`src/rtl/reloc_pkg.sv`:
```
`timescale 1ns/1ps
package reloc_pkg;
  localparam int WORD_W     = 24;
  localparam int WORD_BYTES = 3;

  typedef enum logic [1:0] {
    ST_IDLE   = 2'd0,
    ST_STREAM = 2'd1,
    ST_FIN    = 2'd2
  } patch_state_e;
endpackage

```
`src/rtl/reloc_mask_seq.sv`:
```
`timescale 1ns/1ps
// Mask sequencer: checks a header against its length and walks the mask
// one slot per consumed word.
module reloc_mask_seq #(
  parameter int SLOTS = 12,
  parameter int LEN_W = 6,
  parameter int IDX_W = $clog2(SLOTS + 1)
) (
  input  logic             clk,
  input  logic             rst_n,
  input  logic             load,
  input  logic [LEN_W-1:0] len,
  input  logic [SLOTS-1:0] mask,
  input  logic             step,
  output logic             ld_err,
  output logic             ld_warn,
  output logic             ld_skip,
  output logic             reloc_bit,
  output logic             last_word,
  output logic [2:0]       tail_be
);
  localparam int MAX_LEN = reloc_pkg::WORD_BYTES * SLOTS;

  logic [LEN_W-1:0] nfull;
  logic [LEN_W-1:0] rem_full;
  logic [LEN_W-1:0] nwords_in;
  logic [SLOTS-1:0] legal;
  logic             too_long;

  logic [SLOTS-1:0] shift_q;
  logic [IDX_W-1:0] idx_q;
  logic [IDX_W-1:0] nw_q;
  logic [LEN_W-1:0] rem_q;

  always_comb begin
    nfull     = len / LEN_W'(reloc_pkg::WORD_BYTES);
    rem_full  = len % LEN_W'(reloc_pkg::WORD_BYTES);
    nwords_in = nfull + LEN_W'(rem_full != '0);
    too_long  = int'(len) > MAX_LEN;
  end

  // Slot k is relocatable only when it is a complete word of the record.
  for (genvar k = 0; k < SLOTS; k++) begin : g_legal
    assign legal[SLOTS-1-k] = int'(nfull) > k;
  end

  assign ld_err  = too_long || (|(mask & ~legal));
  assign ld_warn = !too_long && (rem_full != '0);
  assign ld_skip = too_long || (nwords_in == '0);

  always_ff @(posedge clk or negedge rst_n) begin
    if (!rst_n) begin
      shift_q <= '0;
      idx_q   <= '0;
      nw_q    <= '0;
      rem_q   <= '0;
    end else if (load) begin
      shift_q <= mask;
      idx_q   <= '0;
      nw_q    <= IDX_W'(nwords_in);
      rem_q   <= rem_full;
    end else if (step) begin
      shift_q <= shift_q << 1;
      idx_q   <= idx_q + IDX_W'(1);
    end
  end

  assign reloc_bit = shift_q[SLOTS-1];
  assign last_word = (idx_q == nw_q - IDX_W'(1));

  always_comb begin
    tail_be = 3'b111;
    if (last_word && rem_q == LEN_W'(1)) tail_be = 3'b100;
    else if (last_word && rem_q == LEN_W'(2)) tail_be = 3'b110;
  end

  AST_STEP_IN_RANGE: assert property (@(posedge clk) disable iff (!rst_n)
    step |-> (idx_q < nw_q));
endmodule

```
`src/rtl/reloc_addr_gen.sv`:
```
`timescale 1ns/1ps
// Running write address: start + base at load, advances one word per step.
module reloc_addr_gen #(
  parameter int ADDR_W = 20,
  parameter int STRIDE = 3
) (
  input  logic              clk,
  input  logic              rst_n,
  input  logic              load,
  input  logic [ADDR_W-1:0] start,
  input  logic [ADDR_W-1:0] base,
  input  logic              step,
  output logic [ADDR_W-1:0] addr
);
  logic [ADDR_W-1:0] addr_q;

  always_ff @(posedge clk or negedge rst_n) begin
    if (!rst_n)    addr_q <= '0;
    else if (load) addr_q <= start + base;
    else if (step) addr_q <= addr_q + ADDR_W'(STRIDE);
  end

  assign addr = addr_q;
endmodule

```
`src/rtl/reloc_word_add.sv`:
```
`timescale 1ns/1ps
// Conditional modular add of the load base to one object word.
module reloc_word_add #(
  parameter int W = 24
) (
  input  logic [W-1:0] word,
  input  logic [W-1:0] base,
  input  logic         en,
  output logic [W-1:0] result
);
  assign result = en ? (word + base) : word;
endmodule

```
`src/rtl/reloc_mask_patcher.sv`:
```
`timescale 1ns/1ps
module reloc_mask_patcher #(
  parameter int ADDR_W = 20,
  parameter int LEN_W  = 6,
  parameter int SLOTS  = 12
) (
  input  logic                        clk,
  input  logic                        rst_n,
  input  logic [reloc_pkg::WORD_W-1:0] load_base,
  input  logic                        rec_valid,
  output logic                        rec_ready,
  input  logic [ADDR_W-1:0]           rec_start,
  input  logic [LEN_W-1:0]            rec_len,
  input  logic [SLOTS-1:0]            rec_mask,
  input  logic                        w_valid,
  output logic                        w_ready,
  input  logic [reloc_pkg::WORD_W-1:0] w_data,
  output logic                        wr_valid,
  input  logic                        wr_ready,
  output logic [ADDR_W-1:0]           wr_addr,
  output logic [reloc_pkg::WORD_W-1:0] wr_data,
  output logic [2:0]                  wr_be,
  output logic                        done,
  output logic                        mask_err,
  output logic                        align_warn
);
  import reloc_pkg::*;

  localparam int IDX_W = $clog2(SLOTS + 1);

  patch_state_e      state_q;
  logic [WORD_W-1:0] base_q;
  logic              ov_q;
  logic [ADDR_W-1:0] wa_q;
  logic [WORD_W-1:0] wd_q;
  logic [2:0]        wbe_q;
  logic              done_q;
  logic              err_q;
  logic              warn_q;

  logic              out_free;
  logic              acc_rec;
  logic              acc_word;
  logic              ld_err, ld_warn, ld_skip;
  logic              reloc_bit, last_word;
  logic [2:0]        tail_be;
  logic [ADDR_W-1:0] cur_addr;
  logic [WORD_W-1:0] patched;

  assign out_free  = !ov_q || wr_ready;
  assign rec_ready = (state_q == ST_IDLE);
  assign w_ready   = (state_q == ST_STREAM) && out_free;
  assign acc_rec   = rec_valid && rec_ready;
  assign acc_word  = w_valid && w_ready;

  reloc_mask_seq #(.SLOTS(SLOTS), .LEN_W(LEN_W), .IDX_W(IDX_W)) u_seq (
    .clk       (clk),
    .rst_n     (rst_n),
    .load      (acc_rec),
    .len       (rec_len),
    .mask      (rec_mask),
    .step      (acc_word),
    .ld_err    (ld_err),
    .ld_warn   (ld_warn),
    .ld_skip   (ld_skip),
    .reloc_bit (reloc_bit),
    .last_word (last_word),
    .tail_be   (tail_be)
  );

  reloc_addr_gen #(.ADDR_W(ADDR_W), .STRIDE(WORD_BYTES)) u_addr (
    .clk   (clk),
    .rst_n (rst_n),
    .load  (acc_rec),
    .start (rec_start),
    .base  (load_base[ADDR_W-1:0]),
    .step  (acc_word),
    .addr  (cur_addr)
  );

  reloc_word_add #(.W(WORD_W)) u_add (
    .word   (w_data),
    .base   (base_q),
    .en     (reloc_bit),
    .result (patched)
  );

  always_ff @(posedge clk or negedge rst_n) begin
    if (!rst_n) begin
      state_q <= ST_IDLE;
      base_q  <= '0;
      ov_q    <= 1'b0;
      wa_q    <= '0;
      wd_q    <= '0;
      wbe_q   <= '0;
      done_q  <= 1'b0;
      err_q   <= 1'b0;
      warn_q  <= 1'b0;
    end else begin
      done_q <= 1'b0;
      if (ov_q && wr_ready) ov_q <= 1'b0;
      unique case (state_q)
        ST_IDLE: begin
          if (acc_rec) begin
            base_q  <= load_base;
            err_q   <= ld_err;
            warn_q  <= ld_warn;
            state_q <= ld_skip ? ST_FIN : ST_STREAM;
          end
        end
        ST_STREAM: begin
          if (acc_word) begin
            if (!err_q) begin
              ov_q  <= 1'b1;
              wa_q  <= cur_addr;
              wd_q  <= patched;
              wbe_q <= tail_be;
            end
            if (last_word) state_q <= ST_FIN;
          end
        end
        ST_FIN: begin
          if (out_free) begin
            done_q  <= 1'b1;
            state_q <= ST_IDLE;
          end
        end
        default: state_q <= ST_IDLE;
      endcase
    end
  end

  assign wr_valid   = ov_q;
  assign wr_addr    = wa_q;
  assign wr_data    = wd_q;
  assign wr_be      = wbe_q;
  assign done       = done_q;
  assign mask_err   = err_q;
  assign align_warn = warn_q;

  AST_HOLD_PAYLOAD: assert property (@(posedge clk) disable iff (!rst_n)
    (wr_valid && !wr_ready) |=> (wr_valid && $stable(wr_addr) && $stable(wr_data) && $stable(wr_be)));
  AST_DONE_SINGLE: assert property (@(posedge clk) disable iff (!rst_n)
    done |=> !done);
  AST_DONE_DRAINED: assert property (@(posedge clk) disable iff (!rst_n)
    done |-> !wr_valid);
  AST_ERR_SILENT: assert property (@(posedge clk) disable iff (!rst_n)
    mask_err |-> !wr_valid);
  AST_HS_EXCL: assert property (@(posedge clk) disable iff (!rst_n)
    !(rec_ready && w_ready));
endmodule

```
`config.mk`:
```
export PLATFORM = sky130hd
export DESIGN_NAME = reloc_mask_patcher
export DESIGN_NICKNAME = d
export VERILOG_FILES = /design/src/rtl/reloc_pkg.sv /design/src/rtl/reloc_mask_seq.sv /design/src/rtl/reloc_addr_gen.sv /design/src/rtl/reloc_word_add.sv /design/src/rtl/reloc_mask_patcher.sv
export SDC_FILE = /design/constraint.sdc
export NUM_CORES = 1
export LEC_CHECK = 0
export BUFFER_PORTS_ARGS = -buffer_cell sky130_fd_sc_hd__clkbuf_2
export CORE_MARGIN = 3
export CORE_UTILIZATION = 30
export CTS_CLUSTER_SIZE = 25
export DETAILED_ROUTE_END_ITERATION = 8
export PLACE_DENSITY_LB_ADDON = 0.12
export SYNTH_ARGS = -nofsm -noshare
export SYNTH_HDL_FRONTEND = slang
export SYNTH_SLANG_ARGS = --single-unit
```
`constraint.sdc`:
```
create_clock -name clk -period 3.1 [get_ports clk]
set_clock_uncertainty 0.15 [all_clocks]
set_input_delay 0.31 -clock clk [delete_from_list [all_inputs] [get_ports clk]]
set_output_delay 0.31 -clock clk [all_outputs]
set_load 0.005 [all_outputs]
```
==> flow_summary.json, run 1 <==
{
  "status": "complete, but fails checks",
  "violations": "negative setup slack",
  "rsz0062_at_grt": "true",
  "first_pass_iters": 5,
  "async_reset_ff_share_pct": 100,
  "synth-seq-area-share_pct": 38.0,
  "antenna_found_initial": 0,
  "dp.cells": 1473,
  "finalSetupTns_ns": -2.66,
  "die-height_um": 170,
  "ff2ff_setup_slack_ns": 0.16,
  "grt_pass1_wl_mm": 40.9,
  "slew_violations": 0,
  "cts_tree": "yes",
  "ff2ff_path_depth": 9,
  "yosysWarningCount": 0,
  "maxSlewHeadroom_pct": 52.1,
  "fin_ws_ns": -0.626,
  "synthToLayoutAreaGrowth_pct": 34.4,
  "pin_count": 144,
  "cts.sinks": 123,
  "hold_class": "input port to flop",
  "clk_latency_ns": 0.43,
  "setup_viol": 7,
  "ant_nets": 0,
  "yosysUniqueCellTypes": 73,
  "start_util_pct": 30.8,
  "synth-edff-count": 0,
  "endpoint_kind": "flop",
  "required_ns": 3.30,
  "cts_max_path_buffers": 2,
  "grt_pass1_vias": 7585,
  "crit_fanout": 5,
  "critPathKind": "input port to flop",
  "design_area_um2": 10900,
  "fmax_mhz": 268,
  "synthFlopType": "dfrtp_1",
  "syn-num-nets": 1109,
  "worst_slew_pin_slew_ns": 0.719,
  "synth_seq_cells": 123,
  "clk_pin_slew_ns": 0.06,
  "grt_max_degree": 124,
  "drc": 0,
  "die_w_um": 170,
  "grt_overflow": 0,
  "p_leak_nw": 5.17,
  "r2r_end": "wr_data[23]$_DFFE_PN0P_",
  "final_cells": 1544,
  "cts_made_buffers": 17,
  "rows": 59,
  "track_usage_pct": 17.7,
  "peakVddDrop_uv": 309,
  "use_met1_pct": 25.6,
  "p_total_mw": 9.02,
  "hold_violations": 0,
  "dp_slack_ns": -1.38,
  "hpwl_mm": 18.6,
  "startpoint": "rec_len[3]",
  "post-route-min-period_ns": 3.73,
  "fill_cells": 2707,
  "final_layout_size_suffix_gt1_share_pct": 24.9,
  "powerDensity_nw_per_um2": 829,
  "fp.coreArea_um2": 26300,
  "clockRootBuffer": "clkbuf_16",
  "busiest_layer": "met2",
  "die-area_um2": 29000,
  "finalHoldWorstSlack_ns": 0.0223,
  "place.gp.congestion": 0.846,
  "utilization_pct": 41.4,
  "arrival_ns": 3.93,
  "synth_area_um2": 8100,
  "finalCritPeriodShare_pct": 120,
  "cts_max_level": 4,
  "endpoint": "state_q[1]$_DFFE_PN0P_",
  "finalWirelength_mm": 25.3,
  "cp-start-kind": "input port",
  "grt_util_met2_pct": 27.6,
  "synthCells": 967,
  "wire_per_inst_um": 16.4,
  "use_met3_pct": 3.44,
  "num_vias": 7647,
  "vias_per_cell": 4.95,
  "regToRegStartpoint": "base_q[1]$_DFFE_PN0P_",
  "place_area_um2": 9760,
  "maxCapViolations": 0,
  "drt_iter0_markers": 400,
  "fin_nets": 1339,
  "syn_avg_cell_area_um2": 8.38,
  "n_antenna_cell": 0,
  "portBuffers": 143
}
## layout make-up
| type | count | area (µm²) | area share, % |
|---|---|---|---|
| clock inverters | 6 | 133 | 1.22 |
| inverters | 31 | 116 | 1.07 |
| well taps | 335 | 419 | 3.85 |
| multi-input cells | 772 | 4970 | 45.6 |
| flip-flops and latches | 123 | 3080 | 28.3 |
| repair buffers | 252 | 1670 | 15.3 |
| clock buffers | 25 | 505 | 4.64 |
## state kept, by name, indices dropped and copies added (netlist names)
signal,cells
wr_addr,20
base_q,24
wr_data,24
wr_be,3
done,1
u_addr.addr,20
state_q,2
u_seq.shift_q,12
u_seq.rem_q,6
align_warn,1
u_seq.idx_q,4
u_seq.nw_q,4
wr_valid,1
mask_err,1
## worst max-delay path, cell delays in order
cell,delay [ns]
clkbuf_16,0.14
xnor2_4,0.14
a211oi_4,0.27
a21oi_2,0.08
ha_4,0.19
a2111oi_4,0.26
or3_4,0.20
o21a_1,0.14
inv_2,0.05
ha_4,0.16
a2111oi_4,0.26
nand2_1,0.11
o2bb2ai_2,0.17
nand3b_1,0.11
a221oi_2,0.27
nand2_1,0.13
ha_4,0.19
ha_4,0.21
nor2_2,0.07
nand2_1,0.07
o21ai_2,0.19
a31oi_1,0.09
a21oi_1,0.12
## logic make-up (layout without fill, tap and decap cells)
family / Yosys count / after routing / share of synthesized area [%]
simple gates: 385 / 385 / 21.1
mux: 12 / 12 / 1.50
compound gates: 263 / 263 / 21.1
buf+inv: 72 / 314 / 3.55
fa+ha+maj: 54 / 54 / 8.45
flops: 123 / 123 / 38.0
xor+xnor: 58 / 58 / 6.27
## how the worst min path moves through the flow
stage,startpoint,cells past startpoint,to
6_report,rec_mask[0],3,u_seq.shift_q[0]$_DFFE_PN0P_
4_1_cts,rec_mask[0],3,u_seq.shift_q[0]$_DFFE_PN0P_
3_5_place_dp,wr_be[2]$_DFFE_PN0P_,1,wr_be[2]$_DFFE_PN0P_
2_1_floorplan,rst_n,0,align_warn$_DFFE_PN0P_
3_3_place_gp,wr_be[2]$_DFFE_PN0P_,1,wr_be[2]$_DFFE_PN0P_
5_1_grt,rec_mask[7],3,u_seq.shift_q[7]$_DFFE_PN0P_
## power by group
group / internal [mW] / switching (mW)
Clock: 1.45 / 0.750
Sequential: 2.33 / 0.555
Combinational: 1.80 / 2.14
## cell usage in the layout, fill, tap and decap left out, drive strengths merged, types with 12 or more instances in the layout
cell type    Yosys  layout
a211oi          12      12
a21oi           64      64
and3            16      16
buf             14      88
clkbuf          27     165
dfrtp          123     123
dlygate4sd3      0      24
ha              49      49
inv             30      30
nand2          208     208
nor2            74      74
nor2b           12      12
nor3            14      14
o21a            15      15
o21ai           71      71
o22ai           17      17
xnor2           38      38
xor2            20      20
## cell usage after synthesis, types with 3 or more instances
library cell	count	share of area, %
a211o_1	3	0.32
a211oi_1	11	1.0
a21boi_0	3	0.28
a21o_1	11	1.0
a21oi_1	64	4.0
a22oi_1	3	0.28
a311oi_1	4	0.43
a31oi_1	9	0.69
and2_1	4	0.31
and3_1	16	1.2
and4_1	4	0.43
buf_1	8	0.37
buf_4	4	0.37
clkbuf_1	27	1.3
dfrtp_1	123	38
ha_1	49	7.6
inv_1	30	1.4
mux2i_1	11	1.4
nand2_1	208	9.6
nand2b_1	7	0.54
nand3_1	11	0.68
nand3b_1	5	0.46
nand4_1	10	0.77
nor2_1	73	3.4
nor2b_1	12	0.93
nor3_1	14	0.86
nor3b_1	5	0.46
nor4_1	3	0.23
o211ai_1	7	0.65
o21a_1	15	1.4
o21ai_0	66	4.1
o21ai_1	5	0.31
o21bai_1	6	0.56
o22ai_1	17	1.3
o31a_1	4	0.43
o31ai_1	6	0.56
o41ai_1	3	0.32
or3_1	6	0.46
xnor2_1	38	4.1
xor2_1	20	2.2
## per-layer routing
layer,routed length [µm],vias up
li1,-,3886
met1,13000,3604
met4,238,0
met5,0,-
met2,11100,141
met3,961,16
## repair_timing
item	4_1_cts	5_1_grt
hold buffers	24	0
endpoints found under the hold margin	146	0
buffers inserted	13	4
pin swaps	21	14
gates resized for setup	22	10
endpoints found under the setup margin	9	11
No activity file was read; power rests on OpenSTA's default activity.
==> run 2: changes to the inputs <==
--- a/config.mk
+++ b/config.mk
@@ -11,6 +11,7 @@
 export CTS_CLUSTER_SIZE = 25
 export DETAILED_ROUTE_END_ITERATION = 8
 export PLACE_DENSITY_LB_ADDON = 0.12
+export REMOVE_ABC_BUFFERS = 1
 export SYNTH_ARGS = -nofsm -noshare
 export SYNTH_HDL_FRONTEND = slang
 export SYNTH_SLANG_ARGS = --single-unit
==> flow_summary.json, run 2 (synthesized netlist as in run 1, its figures left out) <==
{
  "die_w_um": 170,
  "critPathKind": "input port to flop",
  "finalSetupTns_ns": -2.65,
  "fmax_mhz": 266,
  "maxSlewHeadroom_pct": 55.8,
  "required_ns": 3.24,
  "register_area_um2": 3080,
  "layout_common_cells": "204 x nand2_1, 139 x clkbuf_2, 123 x dfrtp_1",
  "arrival_ns": 3.90,
  "slew_violations": 0,
  "cpMostUsedCell": "ha_4",
  "hpwl_mm": 18.2,
  "powerDensity_nw_per_um2": 817,
  "peakVddDrop_uv": 300,
  "post-route-min-period_ns": 3.76,
  "portBuffers": 143,
  "final_layout_size_suffix_gt1_share_pct": 25.9,
  "finalWirelength_mm": 24.3,
  "cts.sinks": 123,
  "cts_max_path_buffers": 2,
  "endpoint_kind": "flop",
  "grt_pass1_wl_mm": 39.1,
  "status": "complete, but fails checks",
  "cts_made_buffers": 17,
  "p_leak_nw": 5.20,
  "violations": "negative setup slack",
  "crit_family": "compound AO/OA/AOI/OAI gates",
  "clk_pin_slew_ns": 0.06,
  "path_cells": "clkbuf_16 > xnor2_4 > a211oi_4 > a21oi_2 > ha_2 > buf_6 > a2111oi_4 > or3_4 > o21a_1 > inv_2 > ha_4 > a2111oi_4 > nand2_2 > o2bb2ai_4 > nand3b_1 > a221oi_2 > nand2_1 > ha_4 > ha_4 > nor2b_4 > a21oi_2 > o21ai_2 > a31oi_1 > a21oi_1",
  "first_pass_iters": 7,
  "finalHoldWorstSlack_ns": 0.0323,
  "design_area_um2": 10900,
  "start_util_pct": 30.8,
  "track_usage_pct": 16.8,
  "clockRootBuffer": "clkbuf_16",
  "ant_nets": 0,
  "vias_per_cell": 4.88,
  "final_common_cell": "nand2_1",
  "grt_max_degree": 59,
  "rsz0062_at_grt": "true",
  "maxCapViolations": 0,
  "num_vias": 7571,
  "crit_fanout": 5,
  "cp_slowest_cell": "a2111oi_4",
  "hold_violations": 0,
  "path_buf_inv": 3,
  "setup_viol": 7,
  "antenna_found_initial": 0,
  "rows": 59,
  "n_antenna_cell": 0,
  "place.gp.congestion": 0.844,
  "wire_per_inst_um": 15.7,
  "cp-start-kind": "input port",
  "fill_cells": 2731,
  "die-height_um": 170,
  "pin_count": 144,
  "fp.coreArea_um2": 26300,
  "slowest_delay_ns": 0.26,
  "drc": 0,
  "grt_overflow": 0,
  "cts_max_level": 4,
  "worst_slew_pin_slew_ns": 0.657,
  "fin_ws_ns": -0.658,
  "clk_latency_ns": 0.42,
  "place_area_um2": 9600,
  "fin_nets": 1346,
  "cts_tree": "yes",
  "finalCritPeriodShare_pct": 121,
  "die-area_um2": 29000,
  "synthToLayoutAreaGrowth_pct": 35.0,
  "drt_iter0_markers": 329,
  "multi_input_area_um2": 4970,
  "hold_class": "input port to flop",
  "grt_pass1_vias": 7679
}
==> run 2: cell types whose count changed in the layout (fill, tap and decap cells not counted), sizes merged <==
| cell | change |
|---|---|
| dlygate4sd3 | +1 |
| buf | +6 |
| clkbuf | -7 |
| bufinv | -1 |
| inv | +10 |
| clkinvlp | -1 |
==> run 2: timing repair <==
action	in CTS	in global routing
hold buffers	25	0
cloned	0	0
pin swaps	23	24
setup buffers	23	4
endpoints found under the setup margin	12	12
endpoints found under the hold margin	79	0
resized for setup	37	21
==> run 2: path summary, 6_finish.rpt <==
check,start,to,slack [ns],cells after the start
max,rec_len[4],state_q[1]$_DFFE_PN0P_,-0.66,24
min,rec_mask[0],u_seq.shift_q[0]$_DFFE_PN0P_,0.03,3
max reg2reg,base_q[1]$_DFFE_PN0P_,wr_data[23]$_DFFE_PN0P_,0.17,9
min reg2reg,wr_be[2]$_DFFE_PN0P_,wr_be[2]$_DFFE_PN0P_,0.32,1
max in group asynchronous,rst_n,u_seq.shift_q[11]$_DFFE_PN0P_,1.77,3
min in group asynchronous,rst_n,wr_data[3]$_DFFE_PN0P_,0.25,2
==> run 2: worst reg2reg max path, stage by stage (launching register included) <==
cell and delay (ns):
dfrtp_1 0.38, ha_1 0.29, a211o_1 0.36, a2111oi_4 0.39, o31ai_2 0.17, a2111o_1 0.45
a31oi_2 0.25, nor3_1 0.09, mux2i_1 0.17, o22ai_1 0.09
==> run 2: area by class of cell <==
cell class	instances	area share (%)
inverter	31	1.06
tap	335	3.83
multi-input combinational	772	45.4
clock inverter	14	1.77
sequential	123	28.1
clock buffer	18	4.02
timing repair buffer	259	15.7
==> run 2: metrics by stage <==
step | setup WS (ns) | cells | util (%) | total power, mW
after floorplan | -1.73 | 926 | - | 5.26
after global placement | -1.48 | 1472 | 36.5 | 6.63
after detailed placement | -1.63 | 1472 | 36.5 | 6.65
after CTS | -0.734 | 1552 | 41.3 | 9.03
after global routing | -0.858 | 1552 | 41.6 | 9.72
final | -0.658 | 1552 | 41.6 | 8.93
==> run 2: routing by layer <==
| metal | GRT usage [%] | up-vias | share of wire (%) |
|---|---|---|---|
| met5 | 0 | - | 0 |
| met1 | 21.7 | 3515 | 47 |
| met3 | 3.67 | 21 | 3.5 |
| li1 | - | 3903 | - |
| met2 | 29.0 | 132 | 48 |
| met4 | 3.74 | 0 | 1.1 |
==> run 2: report_power, final <==
part / switching [mW] / internal, mW / total [mW]
registers: 0.520 / 2.33 / 2.85
logic: 2.11 / 1.79 / 3.90
clock network: 0.860 / 1.32 / 2.18
